[config.mk]
export PLATFORM = sky130hd
export DESIGN_NAME = dual_timer_irq
export DESIGN_NICKNAME = d
export VERILOG_FILES = /design/src/rtl/dtmr_pkg.sv /design/src/rtl/dtmr_counter.sv /design/src/rtl/dtmr_irq_unit.sv /design/src/rtl/dual_timer_irq.sv
export SDC_FILE = /design/constraint.sdc
export NUM_CORES = 1
export LEC_CHECK = 0
export BUFFER_PORTS_ARGS = -buffer_cell sky130_fd_sc_hd__buf_2
export CORE_MARGIN = 3
export CORE_UTILIZATION = 25
export CTS_CLUSTER_DIAMETER = 30
export DETAILED_ROUTE_END_ITERATION = 7
export GPL_TIMING_DRIVEN = 0
export PLACE_DENSITY = 0.38
export SETUP_SLACK_MARGIN = 0.3
export SYNTH_ARGS = -nofsm -noshare
export SYNTH_HDL_FRONTEND = slang
export SYNTH_SLANG_ARGS = --single-unit
[constraint.sdc]
create_clock -name clk -period 3.7 [get_ports clk]
set_clock_uncertainty 0.05 [all_clocks]
set_input_delay 0.555 -clock clk [delete_from_list [all_inputs] [get_ports clk]]
set_output_delay 0.555 -clock clk [all_outputs]
set_load 0.02 [all_outputs]
[src/rtl/dtmr_pkg.sv]
// Shared constants and types for the dual timer block.
// Assumes byte offsets and a 32-bit word interface.
package dtmr_pkg;
    localparam int N_TMR      = 2;
    localparam int CTRL_W     = 5;
    localparam int N_SRC      = 4;
    localparam int TMR_STRIDE = 'h10;
    localparam int OFF_DIV    = 'h00;
    localparam int OFF_CNT    = 'h04;
    localparam int OFF_CTRL   = 'h08;
    localparam int OFF_TIME   = 'h38;
    localparam int OFF_MASK   = 'h48;
    localparam int OFF_ACK    = 'h4C;
    localparam int OFF_MSTAT  = 'h54;

    typedef enum logic [1:0] {
        OP_LOAD = 2'd0,
        OP_HOLD = 2'd1,
        OP_RUN  = 2'd2,
        OP_BAD  = 2'd3
    } tmr_op_e;
endpackage

[src/rtl/dtmr_counter.sv]
// One reloadable down-counter. It holds the divisor, the control word and the
// run state, and counts on the tick input chosen by control bits [4:2].
// Assumes ctrl_we and div_we are never set in the same cycle.
module dtmr_counter
    import dtmr_pkg::*;
#(
    parameter int CNT_W  = 32,
    parameter int DATA_W = 32
) (
    input  logic              clk,
    input  logic              rst_n,
    input  logic              div_we,
    input  logic              ctrl_we,
    input  logic [DATA_W-1:0] wdata,
    input  logic [N_SRC-1:0]  tick_src,
    output logic [CNT_W-1:0]  div_q,
    output logic [CNT_W-1:0]  count_q,
    output logic [CTRL_W-1:0] ctrl_q,
    output logic              run_q,
    output logic              expire
);
    logic       ctrl_take;
    logic [2:0] rate;
    logic       tick_sel;
    logic       step;

    assign ctrl_take = ctrl_we && (tmr_op_e'(wdata[1:0]) != OP_BAD);
    assign rate      = ctrl_q[4:2];
    assign tick_sel  = rate[2] && tick_src[rate[1:0]];
    assign step      = run_q && tick_sel && !ctrl_take;
    assign expire    = step && (count_q <= CNT_W'(1));

    // Divisor register update.
    always_ff @(posedge clk) begin
        if (!rst_n)      div_q <= '0;
        else if (div_we) div_q <= wdata[CNT_W-1:0];
    end

    // Control word, run state and count update.
    always_ff @(posedge clk) begin
        if (!rst_n) begin
            ctrl_q  <= '0;
            run_q   <= 1'b0;
            count_q <= '0;
        end else if (ctrl_take) begin
            ctrl_q <= wdata[CTRL_W-1:0];
            case (tmr_op_e'(wdata[1:0]))
                OP_LOAD: begin
                    count_q <= div_q;
                    run_q   <= 1'b0;
                end
                OP_HOLD: run_q <= 1'b0;
                default: run_q <= 1'b1;
            endcase
        end else if (step) begin
            count_q <= expire ? div_q : count_q - CNT_W'(1);
        end
    end
endmodule

[src/rtl/dtmr_irq_unit.sv]
// Interrupt status, mask and acknowledge logic shared by the timers.
// Assumes expire pulses last one cycle; a same-cycle expiry beats the clear.
module dtmr_irq_unit
    import dtmr_pkg::*;
#(
    parameter int DATA_W = 32
) (
    input  logic              clk,
    input  logic              rst_n,
    input  logic              mask_we,
    input  logic              ack_we,
    input  logic [DATA_W-1:0] wdata,
    input  logic [N_TMR-1:0]  expire,
    output logic [N_TMR-1:0]  status_q,
    output logic [N_TMR-1:0]  mask_q,
    output logic              irq
);
    logic [N_TMR-1:0] clr;

    assign clr = ack_we ? wdata[N_TMR-1:0] : '0;

    // Status bits: clear on acknowledge, set on expiry.
    always_ff @(posedge clk) begin
        if (!rst_n) status_q <= '0;
        else        status_q <= (status_q & ~clr) | expire;
    end

    // Mask register.
    always_ff @(posedge clk) begin
        if (!rst_n)       mask_q <= '0;
        else if (mask_we) mask_q <= wdata[N_TMR-1:0];
    end

    assign irq = |(status_q & mask_q);
endmodule

[src/rtl/dual_timer_irq.sv]
// Top of the dual timer: address decode, read multiplexer, time counter,
// two counter instances and the interrupt unit.
// Assumes one clock of 100 MHz so that the time counter steps every 10 ns.
module dual_timer_irq
    import dtmr_pkg::*;
#(
    parameter int ADDR_W = 8,
    parameter int DATA_W = 32,
    parameter int CNT_W  = 32,
    parameter int TIME_W = 32
) (
    input  logic              clk,
    input  logic              rst_n,
    input  logic              wr_en,
    input  logic [ADDR_W-1:0] addr,
    input  logic [DATA_W-1:0] wdata,
    output logic [DATA_W-1:0] rdata,
    input  logic [N_SRC-1:0]  tick_in,
    output logic              irq
);
    logic [N_TMR-1:0][CNT_W-1:0]  div_w;
    logic [N_TMR-1:0][CNT_W-1:0]  count_w;
    logic [N_TMR-1:0][CTRL_W-1:0] ctrl_w;
    logic [N_TMR-1:0]             run_w;
    logic [N_TMR-1:0]             expire_w;
    logic [N_TMR-1:0]             status_w;
    logic [N_TMR-1:0]             mask_w;
    logic [TIME_W-1:0]            time_q;
    logic                         mask_we;
    logic                         ack_we;

    assign mask_we = wr_en && (addr == ADDR_W'(OFF_MASK));
    assign ack_we  = wr_en && (addr == ADDR_W'(OFF_ACK));

    for (genvar g = 0; g < N_TMR; g++) begin : g_tmr
        localparam int BASE = g * TMR_STRIDE;
        logic div_we;
        logic ctrl_we;
        assign div_we  = wr_en && (addr == ADDR_W'(BASE + OFF_DIV));
        assign ctrl_we = wr_en && (addr == ADDR_W'(BASE + OFF_CTRL));

        dtmr_counter #(.CNT_W(CNT_W), .DATA_W(DATA_W)) u_cnt (
            .clk      (clk),
            .rst_n    (rst_n),
            .div_we   (div_we),
            .ctrl_we  (ctrl_we),
            .wdata    (wdata),
            .tick_src (tick_in),
            .div_q    (div_w[g]),
            .count_q  (count_w[g]),
            .ctrl_q   (ctrl_w[g]),
            .run_q    (run_w[g]),
            .expire   (expire_w[g])
        );
    end

    dtmr_irq_unit #(.DATA_W(DATA_W)) u_irq (
        .clk      (clk),
        .rst_n    (rst_n),
        .mask_we  (mask_we),
        .ack_we   (ack_we),
        .wdata    (wdata),
        .expire   (expire_w),
        .status_q (status_w),
        .mask_q   (mask_w),
        .irq      (irq)
    );

    // Free-running time counter, one step per clock.
    always_ff @(posedge clk) begin
        if (!rst_n) time_q <= '0;
        else        time_q <= time_q + TIME_W'(1);
    end

    // Read multiplexer; unmapped offsets read as zero.
    always_comb begin
        rdata = '0;
        for (int i = 0; i < N_TMR; i++) begin
            if (addr == ADDR_W'(i * TMR_STRIDE + OFF_DIV))  rdata = DATA_W'(div_w[i]);
            if (addr == ADDR_W'(i * TMR_STRIDE + OFF_CNT))  rdata = DATA_W'(count_w[i]);
            if (addr == ADDR_W'(i * TMR_STRIDE + OFF_CTRL)) rdata = DATA_W'(ctrl_w[i]);
        end
        if (addr == ADDR_W'(OFF_TIME))  rdata = DATA_W'(time_q);
        if (addr == ADDR_W'(OFF_MASK))  rdata = DATA_W'(mask_w);
        if (addr == ADDR_W'(OFF_MSTAT)) rdata = DATA_W'(status_w & mask_w);
    end
endmodule

==> results of run 1 <==
metal layers:
| layer | wire (um) | up-vias | GRT usage (%) |
|---|---|---|---|
| met4 | 1480 | 0 | 8.13 |
| met3 | 2570 | 70 | 4.35 |
| met1 | 20800 | 4867 | 30.1 |
| met5 | 0 | - | 0 |
| li1 | - | 4642 | - |
| met2 | 20200 | 329 | 34.3 |
power by group:
| part | internal (mW) | switching [mW] | total [mW] |
|---|---|---|---|
| logic | 0.0535 | 0.114 | 0.168 |
| clock network | 1.13 | 0.816 | 1.95 |
| registers | 1.90 | 0.00835 | 1.91 |
| total | 3.08 | 0.939 | 4.02 |
worst min-delay path, cell delays in order:
cell	delay [ns]
buf_2	0.11
nand2_1	0.05
a21boi_1	0.05
sequential cells by signal (all words and copies together) (netlist names):
| name | cells |
|---|---|
| g_tmr.u_cnt.count_q | 64 |
| g_tmr.u_cnt.div_q | 64 |
| time_q | 32 |
| g_tmr.u_cnt.ctrl_q | 10 |
| g_tmr.u_cnt.run_q | 2 |
| u_irq.mask_q | 2 |
| u_irq.status_q | 2 |
cell type report:
type / instances / area share, %
diodes: 1 / 0.0222
multi-input cells: 949 / 49.5
well taps: 504 / 5.60
flip-flops and latches: 176 / 31.3
clock buffers: 21 / 4.00
plain buffers: 89 / 3.78
inverters: 16 / 0.533
repair buffers: 84 / 4.04
clock inverters: 7 / 1.22
final timing paths:
| kind | startpoint | endpoint |
|---|---|---|
| setup / recovery | addr[2] | rdata[12] |
| setup reg to reg | g_tmr[0].u_cnt.count_q[4] | g_tmr[0].u_cnt.count_q[14] |
| hold / removal | wdata[14] | g_tmr[1].u_cnt.div_q[14] |
| hold reg to reg | g_tmr[0].u_cnt.ctrl_q[1] | g_tmr[0].u_cnt.ctrl_q[1] |
stage by stage:
step	utilization, %	std cells	hold slack, ns
6_report	30.5	1847	0.301
5_1_grt	30.5	1846	0.301
4_1_cts	30.4	1846	0.287
3_5_place_dp	28.4	1812	0.411
3_3_place_gp	28.4	1812	0.405
2_1_floorplan	-	1230	0.394
cells by family (layout without fill, tap and decap cells):
logic type	count (synthesis)	count (layout)	synth area share [%]
adders and majority gates	5	5	0.661
and+or+nand+nor	547	547	27.9
muxes	10	10	1.34
buffers and inverters	105	217	4.64
xor gates and xnor gates	29	29	2.68
DFF	176	176	37.2
other	0	1	0
AOI/OAI and AO/OA	358	358	25.6
timing repair:
item                                    4_1_cts  5_1_grt
pin swaps                                     3        1
resized for setup                            28       23
buffers inserted                              6        0
endpoints found under the setup margin       58       56
Yosys cell counts, drive strengths merged (16+ instances only):
master and number:
a21boi 85, a21oi 68, a222oi 31, a22oi 28
and2 35, buf 22, clkbuf 67, dfxtp 176
inv 16, nand2 249, nand3 53, nor2 69
nor3 41, nor4 21, o21ai 81, or3 17
xnor2 18
==> key figures, run 1 <==
Run status
  • Status: finished, final reports clean

Min path
  • Hold Path Stages: 3
  • Min-delay worst type: input port to register

Setup path
  • CP cell instances: buf_2, or4b_4, or4b_4, nor2_4, buf_12, buf_8, a22oi_1, nand2_1, buf_2
  • CP Data Arrival Time: between 2 and 3 ns
  • Crit path launch type: input port
  • Setup CP Type: input port to output pin
  • WP buf/inv: 4
  • Critical path depth: 9
  • Slowest cell on crit path: or4b_4
  • CP top delay family: simple AND/OR/NAND/NOR gates
  • Max stage delay on crit path: around 0.54 ns
  • WP data required: around 3.1 ns
  • Endpoint class of the critical path: output pin
  • Flop2flop setup slack: ~0.52 ns
  • R2R cell count: 9
  • CP Max Fanout: 10

CTS
  • Clock sinks: between 150 and 200
  • CTS root buf: clkbuf_16
  • Hold buffer count at cts: 0
  • Clk_lat worst skew: 0.46 ns
  • # H-tree levels: 4
  • Worst-path clk slew: 0.07 ns
  • Num CTS Buffers: 17
  • CTS tree: done
  • Clock Path Buffers: 2

Final layout
  • Multi-input gate area: 5580 um2
  • Filler cell count: about 4100
  • Layout cells sized above 1: a little over an eighth
  • Most frequent cells in the layout: 248 x nand2_1, 176 x dfxtp_1, 84 x buf_2
  • # nets final: 1385
  • Commonest non-fill, non-tap cell in the layout: nand2_1
  • Post-Layout Inst Area: roughly 11000 um2
  • Register area: around 3500 um2
  • P&R area growth vs syn: 19.1%

Placement
  • Final Wtd Congestion: between 0.8 and 0.9
  • Placed cell area: roughly 10000 um2
  • Number of port buffers: 78
  • Dpl ws: -0.655 ns
  • Hpwl dp: 33600 um

Synth
  • Synthesized area: approximately 9500 um2
  • Syn avg cell area: slightly below 8 um2
  • Post-synth top area share: between 30% and 40%
  • Flops & latches, synth: ~180
  • Synth unique cells: 68
  • Register area share after synthesis: a little under two fifths
  • Leading area contributor after synthesis: dfxtp_1
  • Post-Syn Instances: 1230
  • Syn nets: approximately 1300
  • Post-synth ARST share: 0%
  • Number of synthesized flops with an enable pin: 0
  • Post-synth top flop: dfxtp_1
  • Synth top area cells: dfxtp_1 37%, nand2_1 9.8%, a21boi_0 6.1%
  • Ys Warns: 0

Drt
  • Routed Antenna Nets: 0
  • DR iter-0 viols: a little over 900
  • Vias/cell: around 5.4
  • Routed WL per cell: about 24 um
  • Drt first pass iters: 8
  • Total wire length: between 40000 and 50000 um
  • DR vias: 9908
  • # DRC: 0

STA
  • Final setup violation count: 0
  • Max Slew Vio Count: 0
  • Fmax achieved: 298 MHz
  • Headroom to the max-slew limit: roughly a third
  • Worst setup margin: roughly 0.34 ns
  • Least-Margin Pin Slew: around 1.0 ns
  • Final hold violation count: 0
  • RSZ-0062 raised after global routing: no
  • Fin Setup TNS: 0 ns
  • Final Cycle Share: 90.8%
  • Minimum clock period: 3.36 ns

Power and ir drop
  • Total Power: just over 4 mW
  • Cell Pwr Density: about 360 nW/um2
  • Worst ir drop on vdd: approximately 0.00024 V
  • LEAKAGE: 4.30 nW

Floorplan
  • Initial Util: between 20% and 30%
  • Core Footprint: 37000 um2
  • Die extent in y: approximately 200 um
  • Top Ports: 80
  • Cell row count: 70
  • Die Wd: around 200 um
  • Die area: roughly 40000 um2

Job
  • Max cap viols: 0

Global route
  • Vias in the first global route: approximately 9600
  • Largest net degree at the start of global routing: 17
  • Global-route wire length before repair: 66000 um
  • Total Routing Usage GR: between 20 and 25%
  • Grt ovf: 0
  • Initial antenna violation count: 0
No activity file was read; power rests on OpenSTA's default activity.
==> run 2: changes to the inputs <==
clock period = 4.17 ns   (was 3.7 ns; I/O delays follow)
==> key figures, run 2 (same netlist as run 1, synthesis figures left out) <==
Run status
  • Status: finished, final reports clean

Global route
  • Global-route wire length before repair: 65700 um (-0.40%)
  • Initial antenna violation count: 1 (+1)
  • Total Routing Usage GR: 21.9% (-0.075 points)
  • Grt ovf: 0 (unchanged)
  • Largest net degree at the start of global routing: 17 (unchanged)
  • Vias in the first global route: 9508 (-0.62%)

Power and ir drop
  • Clock share of power: 48.5% (about the same)
  • Pint: 2.73 mW (-11%)
  • Net switching power: 832 uW (-11%)
  • LEAKAGE: 4.21 nW (-2.2%)
  • Flop pwr share: 47.4% (about the same)
  • Total Power: 3.57 mW (-11%)
  • Switching Share: 23.3% (about the same)
  • Worst ir drop on vdd: 0.000212 V (-12%)
  • Cell Pwr Density: 320 nW/um2 (-10%)
  • Comb pwr share: 4.1% (about the same)

STA
  • Final Cycle Share: between 90% and 100%
  • Fmax achieved: 265 MHz
  • Final hold violation count: 0 (unchanged)
  • Minimum clock period: 3.78 ns
  • Worst setup margin: 0.393 ns (+0.0531 ns)
  • Max Slew Vio Count: 0 (unchanged)
  • RSZ-0062 raised after global routing: no
  • Headroom to the max-slew limit: 22.5% (-9.4 points)
  • Least-Margin Pin Slew: 1.16 ns (+0.137 ns)
  • Final setup violation count: 0 (unchanged)

Final layout
  • # nets final: 1381 (-0.29%)
  • Layout cells sized above 1: 11.8% (-1.7 points)
  • Util after Layout: 30.1% (-0.35 points)
  • Most frequent cells in the layout: 248 x nand2_1, 176 x dfxtp_1, 88 x buf_2
  • Filler cell count: 4123 (+0.049%)
  • P&R area growth vs syn: 17.7%
  • Biggest registers after layout: g_tmr.u_cnt.count_q: 64 flops, g_tmr.u_cnt.div_q: 64 flops, time_q: 32 flops
  • Commonest non-fill, non-tap cell in the layout: nand2_1

Setup path
  • CP Data Arrival Time: 3.10 ns (+0.34 ns)
  • WP data required: 3.49 ns (+0.40 ns)
  • CP Max Fanout: 10 (unchanged)
  • Crit path launch type: input port
  • R2R cell count: 10 (+1)
  • R2R Path End: g_tmr[0].u_cnt.count_q[31]
  • R2R Path Start: g_tmr[0].u_cnt.count_q[0]
  • Setup CP Type: input port to output pin
  • Flop2flop setup slack: 0.59 ns (+0.07 ns)
  • Endpoint class of the critical path: output pin

CTS
  • Clock Path Buffers: 2 (unchanged)
  • Hold buffer count at cts: 0 (unchanged)
  • CTS root buf: clkbuf_16
  • Worst-path clk slew: 0.07 ns (about the same)
  • Clock sinks: 176 (unchanged)
  • # H-tree levels: 4 (unchanged)
  • Num CTS Buffers: 17 (unchanged)
  • Clk_lat worst skew: 0.46 ns (about the same)
  • CTS tree: done

Drt
  • Vias/cell: 5.35 (-0.32%)
  • Routed WL per cell: 24.4 um (-0.22%)
  • # DRC: 0 (unchanged)
  • DR iter-0 viols: 771 (-17%)
  • Routed Antenna Nets: 0 (unchanged)
  • Drt first pass iters: 7 (-1)
  • Total wire length: 44900 um (-0.44%)
  • DR vias: 9855 (-0.53%)

Placement
  • Number of port buffers: 78 (unchanged)
  • Final Wtd Congestion: 0.882 (unchanged)
  • Dpl ws: -0.326 ns (+0.329 ns)
  • Hpwl dp: 33600 um (unchanged)

Min path
  • Hold Path Stages: 3 (unchanged)
  • Min-delay worst type: input port to register
  • Hold Startpoint: wdata[14]
  • Worst hold path endpoint: g_tmr[1].u_cnt.div_q[14]

Floorplan
  • Die Wd: 201 um (unchanged)
  • Core Footprint: 37000 um2 (unchanged)
  • Die area: 40200 um2 (unchanged)
  • Cell row count: 70 (unchanged)
  • Top Ports: 80 (unchanged)
  • Initial Util: 25.6% (unchanged)
  • Die extent in y: 201 um (unchanged)

Job
  • Max cap viols: 0 (unchanged)
==> run 2: cell count changes in the layout (fill, tap and decap cells not counted), sizes merged <==
cell,delta
clkbuf,-1
buf,-3
==> run 2: stage by stage <==
step / hold slack (ns) / setup TNS, ns / instances / area (um2)
4_1_cts: 0.357 / 0 / 1840 / 11100
3_3_place_gp: 0.405 / -6.98 / 1812 / 10500
2_1_floorplan: 0.394 / 0 / 1230 / 9460
3_5_place_dp: 0.411 / -3.70 / 1812 / 10500
5_1_grt: 0.372 / 0 / 1842 / 11100
6_report: 0.369 / 0 / 1843 / 11100
==> run 2: worst max-delay path, stage by stage <==
cell and delay, ns:
buf_2 0.20, or4b_1 0.54, or4b_2 0.72, nor2_4 0.29
buf_6 0.21, a22oi_1 0.13, nand2_1 0.17, buf_2 0.20
==> run 2: area by class of cell <==
type / instances / area, um2 / area share (%)
multi-input cells: 949 / 5530 / 49.7
repair buffers: 80 / 405 / 3.64
clock inverters: 7 / 138 / 1.24
well taps: 504 / 631 / 5.66
diodes: 1 / 2.50 / 0.0225
clock buffers: 21 / 450 / 4.04
flip-flops and latches: 176 / 3520 / 31.6
plain buffers: 89 / 395 / 3.55
inverters: 16 / 60.1 / 0.539
==> run 2: what timing repair did <==
action	in CTS	in global routing
gates resized for setup	8	5
hold endpoints to repair	0	0
buffers inserted	0	2
setup endpoints to repair	31	18
pin swaps	0	1
==> run 2: worst max path at each step <==
| stage | start | endpoint | slack, ns | cells past startpoint |
|---|---|---|---|---|
| 4_1_cts | addr[3] | rdata[12] | 0.35 | 8 |
| 3_5_place_dp | addr[1] | rdata[30] | -0.33 | 8 |
| 2_1_floorplan | addr[1] | rdata[2] | 0.91 | 6 |
| 5_1_grt | addr[3] | rdata[22] | 0.31 | 8 |
| 6_report | addr[3] | rdata[11] | 0.39 | 8 |
| 3_3_place_gp | addr[1] | rdata[29] | -0.37 | 8 |
==> run 2: routing by layer <==
| layer | up-vias | track usage, % | wire length, um |
|---|---|---|---|
| li1 | 4634 | - | - |
| met1 | 4809 | 30.2 | 20600 |
| met2 | 345 | 34.0 | 20000 |
| met3 | 67 | 4.18 | 2670 |
| met4 | 0 | 8.13 | 1520 |
| met5 | - | 0 | 0 |
==> run 2: power groups by stage <==
stage	registers [mW]	logic [mW]	clock network [mW]
floorplan	1.73	0.0593	0
global placement	1.73	0.144	0
detailed placement	1.73	0.144	0
CTS	1.69	0.146	1.76
global route	1.69	0.157	1.83
finish	1.69	0.146	1.73
